<file path="src/rtl/sha256_pkg.sv">
package sha256_pkg;

  localparam int WORD_W     = 32;
  localparam int HASH_WORDS = 8;
  localparam int BLK_WORDS  = 16;
  localparam int ROUNDS     = 64;
  localparam int HASH_W     = WORD_W * HASH_WORDS;
  localparam int BLK_W      = WORD_W * BLK_WORDS;
  localparam int RND_W      = $clog2(ROUNDS);
  localparam int CNT_W      = $clog2(ROUNDS + 2) + 1;
  localparam int LATENCY    = ROUNDS + 3;

  typedef logic [WORD_W-1:0] word_t;

  // carry-save pair: value = s + c
  typedef struct packed {
    word_t s;
    word_t c;
  } csa_t;

  localparam logic [HASH_W-1:0] INIT_HASH = {
    32'h6a09e667, 32'hbb67ae85, 32'h3c6ef372, 32'ha54ff53a,
    32'h510e527f, 32'h9b05688c, 32'h1f83d9ab, 32'h5be0cd19
  };

  function automatic csa_t csa3(word_t a, word_t b, word_t c);
    csa_t r;
    r.s = a ^ b ^ c;
    r.c = ((a & b) | (a & c) | (b & c)) << 1;
    return r;
  endfunction

  function automatic word_t rotr(word_t x, int unsigned n);
    return (x >> n) | (x << (WORD_W - n));
  endfunction

  function automatic word_t bsig0(word_t x);
    return rotr(x, 2) ^ rotr(x, 13) ^ rotr(x, 22);
  endfunction

  function automatic word_t bsig1(word_t x);
    return rotr(x, 6) ^ rotr(x, 11) ^ rotr(x, 25);
  endfunction

  function automatic word_t ssig0(word_t x);
    return rotr(x, 7) ^ rotr(x, 18) ^ (x >> 3);
  endfunction

  function automatic word_t ssig1(word_t x);
    return rotr(x, 17) ^ rotr(x, 19) ^ (x >> 10);
  endfunction

  function automatic word_t f_choose(word_t e, word_t f, word_t g);
    return (e & f) ^ (~e & g);
  endfunction

  function automatic word_t f_major(word_t a, word_t b, word_t c);
    return (a & b) ^ (a & c) ^ (b & c);
  endfunction

  function automatic word_t round_const(logic [RND_W-1:0] i);
    word_t k;
    case (i)
      6'd0:  k = 32'h428a2f98; 6'd1:  k = 32'h71374491; 6'd2:  k = 32'hb5c0fbcf; 6'd3:  k = 32'he9b5dba5;
      6'd4:  k = 32'h3956c25b; 6'd5:  k = 32'h59f111f1; 6'd6:  k = 32'h923f82a4; 6'd7:  k = 32'hab1c5ed5;
      6'd8:  k = 32'hd807aa98; 6'd9:  k = 32'h12835b01; 6'd10: k = 32'h243185be; 6'd11: k = 32'h550c7dc3;
      6'd12: k = 32'h72be5d74; 6'd13: k = 32'h80deb1fe; 6'd14: k = 32'h9bdc06a7; 6'd15: k = 32'hc19bf174;
      6'd16: k = 32'he49b69c1; 6'd17: k = 32'hefbe4786; 6'd18: k = 32'h0fc19dc6; 6'd19: k = 32'h240ca1cc;
      6'd20: k = 32'h2de92c6f; 6'd21: k = 32'h4a7484aa; 6'd22: k = 32'h5cb0a9dc; 6'd23: k = 32'h76f988da;
      6'd24: k = 32'h983e5152; 6'd25: k = 32'ha831c66d; 6'd26: k = 32'hb00327c8; 6'd27: k = 32'hbf597fc7;
      6'd28: k = 32'hc6e00bf3; 6'd29: k = 32'hd5a79147; 6'd30: k = 32'h06ca6351; 6'd31: k = 32'h14292967;
      6'd32: k = 32'h27b70a85; 6'd33: k = 32'h2e1b2138; 6'd34: k = 32'h4d2c6dfc; 6'd35: k = 32'h53380d13;
      6'd36: k = 32'h650a7354; 6'd37: k = 32'h766a0abb; 6'd38: k = 32'h81c2c92e; 6'd39: k = 32'h92722c85;
      6'd40: k = 32'ha2bfe8a1; 6'd41: k = 32'ha81a664b; 6'd42: k = 32'hc24b8b70; 6'd43: k = 32'hc76c51a3;
      6'd44: k = 32'hd192e819; 6'd45: k = 32'hd6990624; 6'd46: k = 32'hf40e3585; 6'd47: k = 32'h106aa070;
      6'd48: k = 32'h19a4c116; 6'd49: k = 32'h1e376c08; 6'd50: k = 32'h2748774c; 6'd51: k = 32'h34b0bcb5;
      6'd52: k = 32'h391c0cb3; 6'd53: k = 32'h4ed8aa4a; 6'd54: k = 32'h5b9cca4f; 6'd55: k = 32'h682e6ff3;
      6'd56: k = 32'h748f82ee; 6'd57: k = 32'h78a5636f; 6'd58: k = 32'h84c87814; 6'd59: k = 32'h8cc70208;
      6'd60: k = 32'h90befffa; 6'd61: k = 32'ha4506ceb; 6'd62: k = 32'hbef9a3f7; default: k = 32'hc67178f2;
    endcase
    return k;
  endfunction

endpackage

</file>
<file path="src/rtl/sha256_sched.sv">
module sha256_sched
  import sha256_pkg::*;
(
  input  logic             clk,
  input  logic             load,
  input  logic             step,
  input  logic [BLK_W-1:0] blk,
  output word_t            w_next
);

  word_t win [BLK_WORDS];
  csa_t  lvl1, lvl2;
  word_t w_new;

  // W[t+16] = ssig1(W[t+14]) + W[t+9] + ssig0(W[t+1]) + W[t]
  always_comb begin
    lvl1  = csa3(ssig1(win[14]), win[9], ssig0(win[1]));
    lvl2  = csa3(lvl1.s, lvl1.c, win[0]);
    w_new = lvl2.s + lvl2.c;
  end

  assign w_next = win[1];

  for (genvar i = 0; i < BLK_WORDS; i++) begin : g_win
    always_ff @(posedge clk) begin
      if (load) begin
        win[i] <= blk[BLK_W-1-WORD_W*i -: WORD_W];
      end else if (step) begin
        if (i == BLK_WORDS - 1) begin
          win[i] <= w_new;
        end else begin
          win[i] <= win[(i + 1) % BLK_WORDS];
        end
      end
    end
  end

endmodule

</file>
<file path="src/rtl/sha256_round.sv">
module sha256_round
  import sha256_pkg::*;
(
  input  logic              clk,
  input  logic              load,
  input  logic              step,
  input  logic [RND_W-1:0]  rnd,
  input  logic [HASH_W-1:0] init_state,
  input  word_t             blk_w0,
  input  word_t             w_next,
  output logic [HASH_W-1:0] state
);

  word_t ra, rb, rc, rd, re, rf, rg, rh;
  word_t pre;              // registered H + K[t] + W[t] for the current round
  word_t pa, pb, pc, pre_nxt;
  csa_t  pre_cs;
  csa_t  t1_cs, e_cs, a_cs1, a_cs2;
  word_t a_nxt, e_nxt;

  // source multiplexer for the precompute stage: loaded state vs running state
  always_comb begin
    if (load) begin
      pa = init_state[WORD_W-1:0];
      pb = round_const('0);
      pc = blk_w0;
    end else begin
      pa = rg;
      pb = round_const(rnd + 1'b1);
      pc = w_next;
    end
    pre_cs  = csa3(pa, pb, pc);
    pre_nxt = pre_cs.s + pre_cs.c;
  end

  always_comb begin
    t1_cs = csa3(pre, bsig1(re), f_choose(re, rf, rg));
    e_cs  = csa3(t1_cs.s, t1_cs.c, rd);
    e_nxt = e_cs.s + e_cs.c;
    a_cs1 = csa3(t1_cs.s, t1_cs.c, bsig0(ra));
    a_cs2 = csa3(a_cs1.s, a_cs1.c, f_major(ra, rb, rc));
    a_nxt = a_cs2.s + a_cs2.c;
  end

  always_ff @(posedge clk) begin
    if (load) begin
      {ra, rb, rc, rd, re, rf, rg, rh} <= init_state;
      pre <= pre_nxt;
    end else if (step) begin
      ra  <= a_nxt;
      rb  <= ra;
      rc  <= rb;
      rd  <= rc;
      re  <= e_nxt;
      rf  <= re;
      rg  <= rf;
      rh  <= rg;
      pre <= pre_nxt;
    end
  end

  assign state = {ra, rb, rc, rd, re, rf, rg, rh};

endmodule

</file>
<file path="src/rtl/sha256_ctrl.sv">
module sha256_ctrl
  import sha256_pkg::*;
(
  input  logic             clk,
  input  logic             rst,
  input  logic             start,
  output logic             busy,
  output logic             done,
  output logic             do_load,
  output logic             do_step,
  output logic             do_sum,
  output logic             do_out,
  output logic [RND_W-1:0] rnd
);

  localparam int unsigned SUM_AT = ROUNDS;
  localparam int unsigned OUT_AT = ROUNDS + 1;

  logic [CNT_W-1:0] cnt;

  assign do_load = start && !busy;
  assign do_step = busy && (cnt < CNT_W'(SUM_AT));
  assign do_sum  = busy && (cnt == CNT_W'(SUM_AT));
  assign do_out  = busy && (cnt == CNT_W'(OUT_AT));
  assign rnd     = cnt[RND_W-1:0];

  always_ff @(posedge clk) begin
    if (rst) begin
      busy <= 1'b0;
      done <= 1'b0;
      cnt  <= '0;
    end else begin
      done <= 1'b0;
      if (!busy) begin
        if (start) begin
          busy <= 1'b1;
          cnt  <= '0;
        end
      end else begin
        cnt <= cnt + 1'b1;
        if (cnt == CNT_W'(OUT_AT)) begin
          busy <= 1'b0;
          done <= 1'b1;
        end
      end
    end
  end

endmodule

</file>
<file path="src/rtl/sha256_fold.sv">
module sha256_fold
  import sha256_pkg::*;
(
  input  logic              clk,
  input  logic              rst,
  input  logic              sum_en,
  input  logic              out_en,
  input  logic [HASH_W-1:0] init_state,
  input  logic [HASH_W-1:0] work_state,
  output logic [HASH_W-1:0] hash_out
);

  logic [HASH_W-1:0] sum_q;

  for (genvar i = 0; i < HASH_WORDS; i++) begin : g_word
    always_ff @(posedge clk) begin
      if (sum_en) begin
        sum_q[WORD_W*i +: WORD_W] <= init_state[WORD_W*i +: WORD_W] + work_state[WORD_W*i +: WORD_W];
      end
    end
  end

  always_ff @(posedge clk) begin
    if (rst) begin
      hash_out <= '0;
    end else if (out_en) begin
      hash_out <= sum_q;
    end
  end

endmodule

</file>
<file path="src/rtl/sha256_block_engine.sv">
module sha256_block_engine
  import sha256_pkg::*;
(
  input  logic              clk,
  input  logic              rst,
  input  logic              start,
  input  logic              first,
  input  logic [BLK_W-1:0]  block,
  input  logic [HASH_W-1:0] hash_in,
  output logic [HASH_W-1:0] hash_out,
  output logic              done,
  output logic              busy
);

  logic              do_load, do_step, do_sum, do_out;
  logic [RND_W-1:0]  rnd;
  logic [HASH_W-1:0] sel_init, init_q, work;
  word_t             w_next;

  assign sel_init = first ? INIT_HASH : hash_in;

  always_ff @(posedge clk) begin
    if (do_load) begin
      init_q <= sel_init;
    end
  end

  sha256_ctrl u_ctrl (
    .clk     (clk),
    .rst     (rst),
    .start   (start),
    .busy    (busy),
    .done    (done),
    .do_load (do_load),
    .do_step (do_step),
    .do_sum  (do_sum),
    .do_out  (do_out),
    .rnd     (rnd)
  );

  sha256_sched u_sched (
    .clk    (clk),
    .load   (do_load),
    .step   (do_step),
    .blk    (block),
    .w_next (w_next)
  );

  sha256_round u_round (
    .clk        (clk),
    .load       (do_load),
    .step       (do_step),
    .rnd        (rnd),
    .init_state (sel_init),
    .blk_w0     (block[BLK_W-1 -: WORD_W]),
    .w_next     (w_next),
    .state      (work)
  );

  sha256_fold u_fold (
    .clk        (clk),
    .rst        (rst),
    .sum_en     (do_sum),
    .out_en     (do_out),
    .init_state (init_q),
    .work_state (work),
    .hash_out   (hash_out)
  );

endmodule

</file>
<file path="config.mk">
export PLATFORM = sky130hd
export DESIGN_NAME = sha256_block_engine
export DESIGN_NICKNAME = d
export VERILOG_FILES = /design/src/rtl/sha256_pkg.sv /design/src/rtl/sha256_sched.sv /design/src/rtl/sha256_round.sv /design/src/rtl/sha256_ctrl.sv /design/src/rtl/sha256_fold.sv /design/src/rtl/sha256_block_engine.sv
export SDC_FILE = /design/constraint.sdc
export NUM_CORES = 2
export LEC_CHECK = 0
export BUFFER_PORTS_ARGS = -buffer_cell sky130_fd_sc_hd__buf_4
export CAP_MARGIN = 0
export CORE_MARGIN = 1.5
export CORE_UTILIZATION = 30
export DETAILED_ROUTE_END_ITERATION = 7
export GPL_TIMING_DRIVEN = 1
export PLACE_DENSITY = 0.48
export SETUP_SLACK_MARGIN = 0.05
export SYNTH_ARGS = -nofsm -noshare
export SYNTH_HDL_FRONTEND = slang
export SYNTH_SLANG_ARGS = --single-unit
</file>
<file path="constraint.sdc">
create_clock -name clk -period 28.8 [get_ports clk]
set_clock_uncertainty 0.15 [all_clocks]
set_input_delay 1.44 -clock clk [delete_from_list [all_inputs] [get_ports clk]]
set_output_delay 1.44 -clock clk [all_outputs]
set_load 0.01 [all_outputs]
</file>
==> metrics.cfg <==
[outcome]
result_of_the_run=complete, no violations

[floorplanning]
io_pins=1030
std_cell_rows=197
die-height_um=543
design.die.area_sq_um=294000
floorplan.initialDensity=0.302
design.core.area_sq_um=289000
die_width_um=543

[timing]
drv_slew=0
worst-slew-pin-transition_ns=1.22
post-route-period-util=0.285
achievable-frequency_mhz=122
fin_crit_ns=8.20
sum_of_negative_setup_slack_ns=0
setup_viol_count_final=0
number_of_hold_violations_in_the_final_report=0
setup_repair_after_global_routing_missed_its_margin=no
slew_hr=0.176

[route]
detailedRoute.firstPassIterationCount=5
routed_wire_length_per_instance_um=27.4
viasPerCell=5.00
drt_wl_total_um=363000
first_iter_violations=5636
drc_markers=0
num_vias=66200
postRouteAntennaNets=0

[synth]
netlist_top_cells_area=sky130_fd_sc_hd__edfxtp_1 45%, sky130_fd_sc_hd__nand2_1 9.2%, sky130_fd_sc_hd__dfxtp_1 6.1%, sky130_fd_sc_hd__ha_1 5.6%, sky130_fd_sc_hd__fa_1 5.2%
yosysTopAreaCellShare=0.451
synth.cell_area_sq_um=87300
syn_nets=9716
sequential_share_of_the_synthesized_area=0.512
synthesis.instances=8328
synth.lib_cells_used.distinct=89
synth_largest_area_cell=sky130_fd_sc_hd__edfxtp_1
post_synth.cell_area_avg_sq_um=10.5
number_of_synthesized_flops_with_an_enable_pin=1312
ys_ff_latch=1578
synthesis.yosys.warnings=0
postSynth.topFlopCell=sky130_fd_sc_hd__edfxtp_1
synth_async_sr_flop_share=0

[place]
globalplace.congestion=0.926
numPlacedInstances=12900
hpwlAfterDp_um=286000
port_buffer_count=1029

[layout]
core_utilization_of_the_finished_layout=0.364
drive_gt1_frac=0.181
finalNetCount=10600
areaGrowthSynthToFinish_pct=20.4
layout.cells.non_filler=13200

[clock_network]
post_cts_hold_buffer_count=0
clk_pin_slew_worst_paths_ns=0.06
max-clock-path-buffers=4
cts-buffers-inserted=188
clock_tree.htree_level_count=4
cts_root_buffer=sky130_fd_sc_hd__clkbuf_16
cts_resized=0
cts_num_sinks=1578
postCtsSetupBuffers=0
clkLatencyLatePin_ns=0.89
tritoncts=done

[setup_path]
setup.worst_path.start_class=register
crit_path_max_fanout=43
timing.critical_path.required_ns=29.25
timing_worst_setup_path_type=reg2reg
setup.worst_path.end_class=register
cp.arrival_ns=8.65

[global_route]
grt_pass1_vias=66200
globalRouteOverflowTotal=0
largest_net_degree_at_the_start_of_global_routing=225
initial_antenna_violation_count=39
grt_pass1_wl_um=501000
grt.total_usage=0.240

[flow_run]
maxCapViolations=0

[min_path]
hold_removal_path_class=reg2reg

[worst paths after layout]
check | end | slack (ns) | from | cells past startpoint
max | u_round.pre[28] | 20.60 | u_ctrl.cnt[0] | 26
min | u_fold.hash_out[211] | 0.26 | u_fold.sum_q[211] | 1
max reg2reg | u_round.pre[28] | 20.60 | u_ctrl.cnt[0] | 26
min reg2reg | u_fold.hash_out[211] | 0.26 | u_fold.sum_q[211] | 1
[critical path, stage by stage (launching register included)]
cell and delay (ns):
sky130_fd_sc_hd__dfxtp_2 0.31, sky130_fd_sc_hd__buf_4 0.44, sky130_fd_sc_hd__ha_1 0.23, sky130_fd_sc_hd__buf_4 0.27, sky130_fd_sc_hd__inv_1 0.20, sky130_fd_sc_hd__ha_2 0.92, sky130_fd_sc_hd__inv_1 0.13, sky130_fd_sc_hd__buf_4 0.30
sky130_fd_sc_hd__ha_1 0.40, sky130_fd_sc_hd__nor3_1 0.24, sky130_fd_sc_hd__nor2_1 0.07, sky130_fd_sc_hd__a211oi_1 0.33, sky130_fd_sc_hd__o21ai_0 0.13, sky130_fd_sc_hd__a21oi_1 0.41, sky130_fd_sc_hd__fa_1 0.49, sky130_fd_sc_hd__ha_1 0.26
sky130_fd_sc_hd__or3_1 0.35, sky130_fd_sc_hd__a211oi_1 0.46, sky130_fd_sc_hd__o32ai_1 0.14, sky130_fd_sc_hd__buf_4 0.17, sky130_fd_sc_hd__a22oi_1 0.27, sky130_fd_sc_hd__a21oi_1 0.18, sky130_fd_sc_hd__a41o_1 0.29, sky130_fd_sc_hd__o41ai_2 0.33
sky130_fd_sc_hd__o21bai_1 0.10, sky130_fd_sc_hd__a21oi_1 0.20, sky130_fd_sc_hd__xnor2_1 0.09
[layer usage]
metal  global-route usage  vias to the layer above  routed length, um
met4                0.102                       20              16800
met1                0.303                    32700             151000
met5                    0                        -                126
met3               0.0388                      480              21400
met2                0.404                     2321             174000
li1                     -                    30700                  -
[through the flow]
| step | hold slack, ns | area [sq um] | setup WS, ns |
|---|---|---|---|
| 6_report | 0.264 | 105000 | 20.60 |
| 5_1_grt | 0.286 | 105000 | 20.22 |
| 4_1_cts | 0.269 | 105000 | 20.68 |
| 3_5_place_dp | 0.292 | 99000 | 20.28 |
| 3_3_place_gp | 0.292 | 99000 | 20.29 |
| 2_1_floorplan | 0.286 | 87300 | 8.00 |
[logic make-up after synthesis]
kind of cell / share of synthesized area
multiplexers: 0.0168
AND/OR/NAND/NOR: 0.146
flip-flops: 0.512
XOR/XNOR: 0.0599
AO/OA/AOI/OAI: 0.119
buffers and inverters: 0.0346
adder cells (fa/ha/maj): 0.111
[cells in the mapped netlist, types with 17 or more instances]
cell	n
sky130_fd_sc_hd__o31ai_1	19
sky130_fd_sc_hd__o211ai_1	46
sky130_fd_sc_hd__mux2_2	117
sky130_fd_sc_hd__a21oi_1	427
sky130_fd_sc_hd__or3_1	19
sky130_fd_sc_hd__nor2_1	280
sky130_fd_sc_hd__nand2_1	2129
sky130_fd_sc_hd__o21a_1	32
sky130_fd_sc_hd__nor2b_1	158
sky130_fd_sc_hd__clkbuf_1	403
sky130_fd_sc_hd__a21o_1	162
sky130_fd_sc_hd__xor2_1	151
sky130_fd_sc_hd__inv_1	369
sky130_fd_sc_hd__xnor2_1	444
sky130_fd_sc_hd__nor3_1	68
sky130_fd_sc_hd__maj3_1	32
sky130_fd_sc_hd__or2_2	141
sky130_fd_sc_hd__nand3_1	91
sky130_fd_sc_hd__edfxtp_1	1312
sky130_fd_sc_hd__a211oi_1	59
sky130_fd_sc_hd__fa_1	225
sky130_fd_sc_hd__o21bai_1	48
sky130_fd_sc_hd__dfxtp_1	266
sky130_fd_sc_hd__buf_1	27
sky130_fd_sc_hd__o311ai_0	17
sky130_fd_sc_hd__ha_1	391
sky130_fd_sc_hd__a22o_1	256
sky130_fd_sc_hd__nand2b_1	52
sky130_fd_sc_hd__a21boi_0	23
sky130_fd_sc_hd__nand4_1	23
sky130_fd_sc_hd__a31oi_1	33
sky130_fd_sc_hd__and3_1	27
sky130_fd_sc_hd__o21ai_0	262
[cell type report]
cell class	instances	area (sq um)
antenna	21	52.6
clock buffer	255	5390
clock inverter	84	734
fill	29200	184000
inverter	371	1400
multi-input combinational	5946	39700
sequential	1578	44700
tap	3880	4850
timing repair buffer	1106	8350
[registers in the layout, indices dropped and copies added, names as in the netlist, 8 cells and up]
signal,count
u_round.rf,32
u_round.rg,32
u_fold.hash_out,256
u_ctrl.cnt,8
u_round.rb,32
u_round.rh,32
u_round.re,32
init_q,256
u_round.rd,32
u_round.pre,32
u_round.rc,32
u_fold.sum_q,256
u_sched.win,512
u_round.ra,32
[placed cells by master, fill, tap and decap left out, drive strengths merged, types with 266 or more instances in the layout]
cell type / instances
dfxtp: 266
edfxtp: 1312
ha: 391
buf: 1105
inv: 384
a21oi: 428
nand2: 2129
nor2: 280
o21ai: 274
xnor2: 444
Power is not shown: default switching activity piles up to over one toggle a cycle in this logic, so the estimate is an artifact.
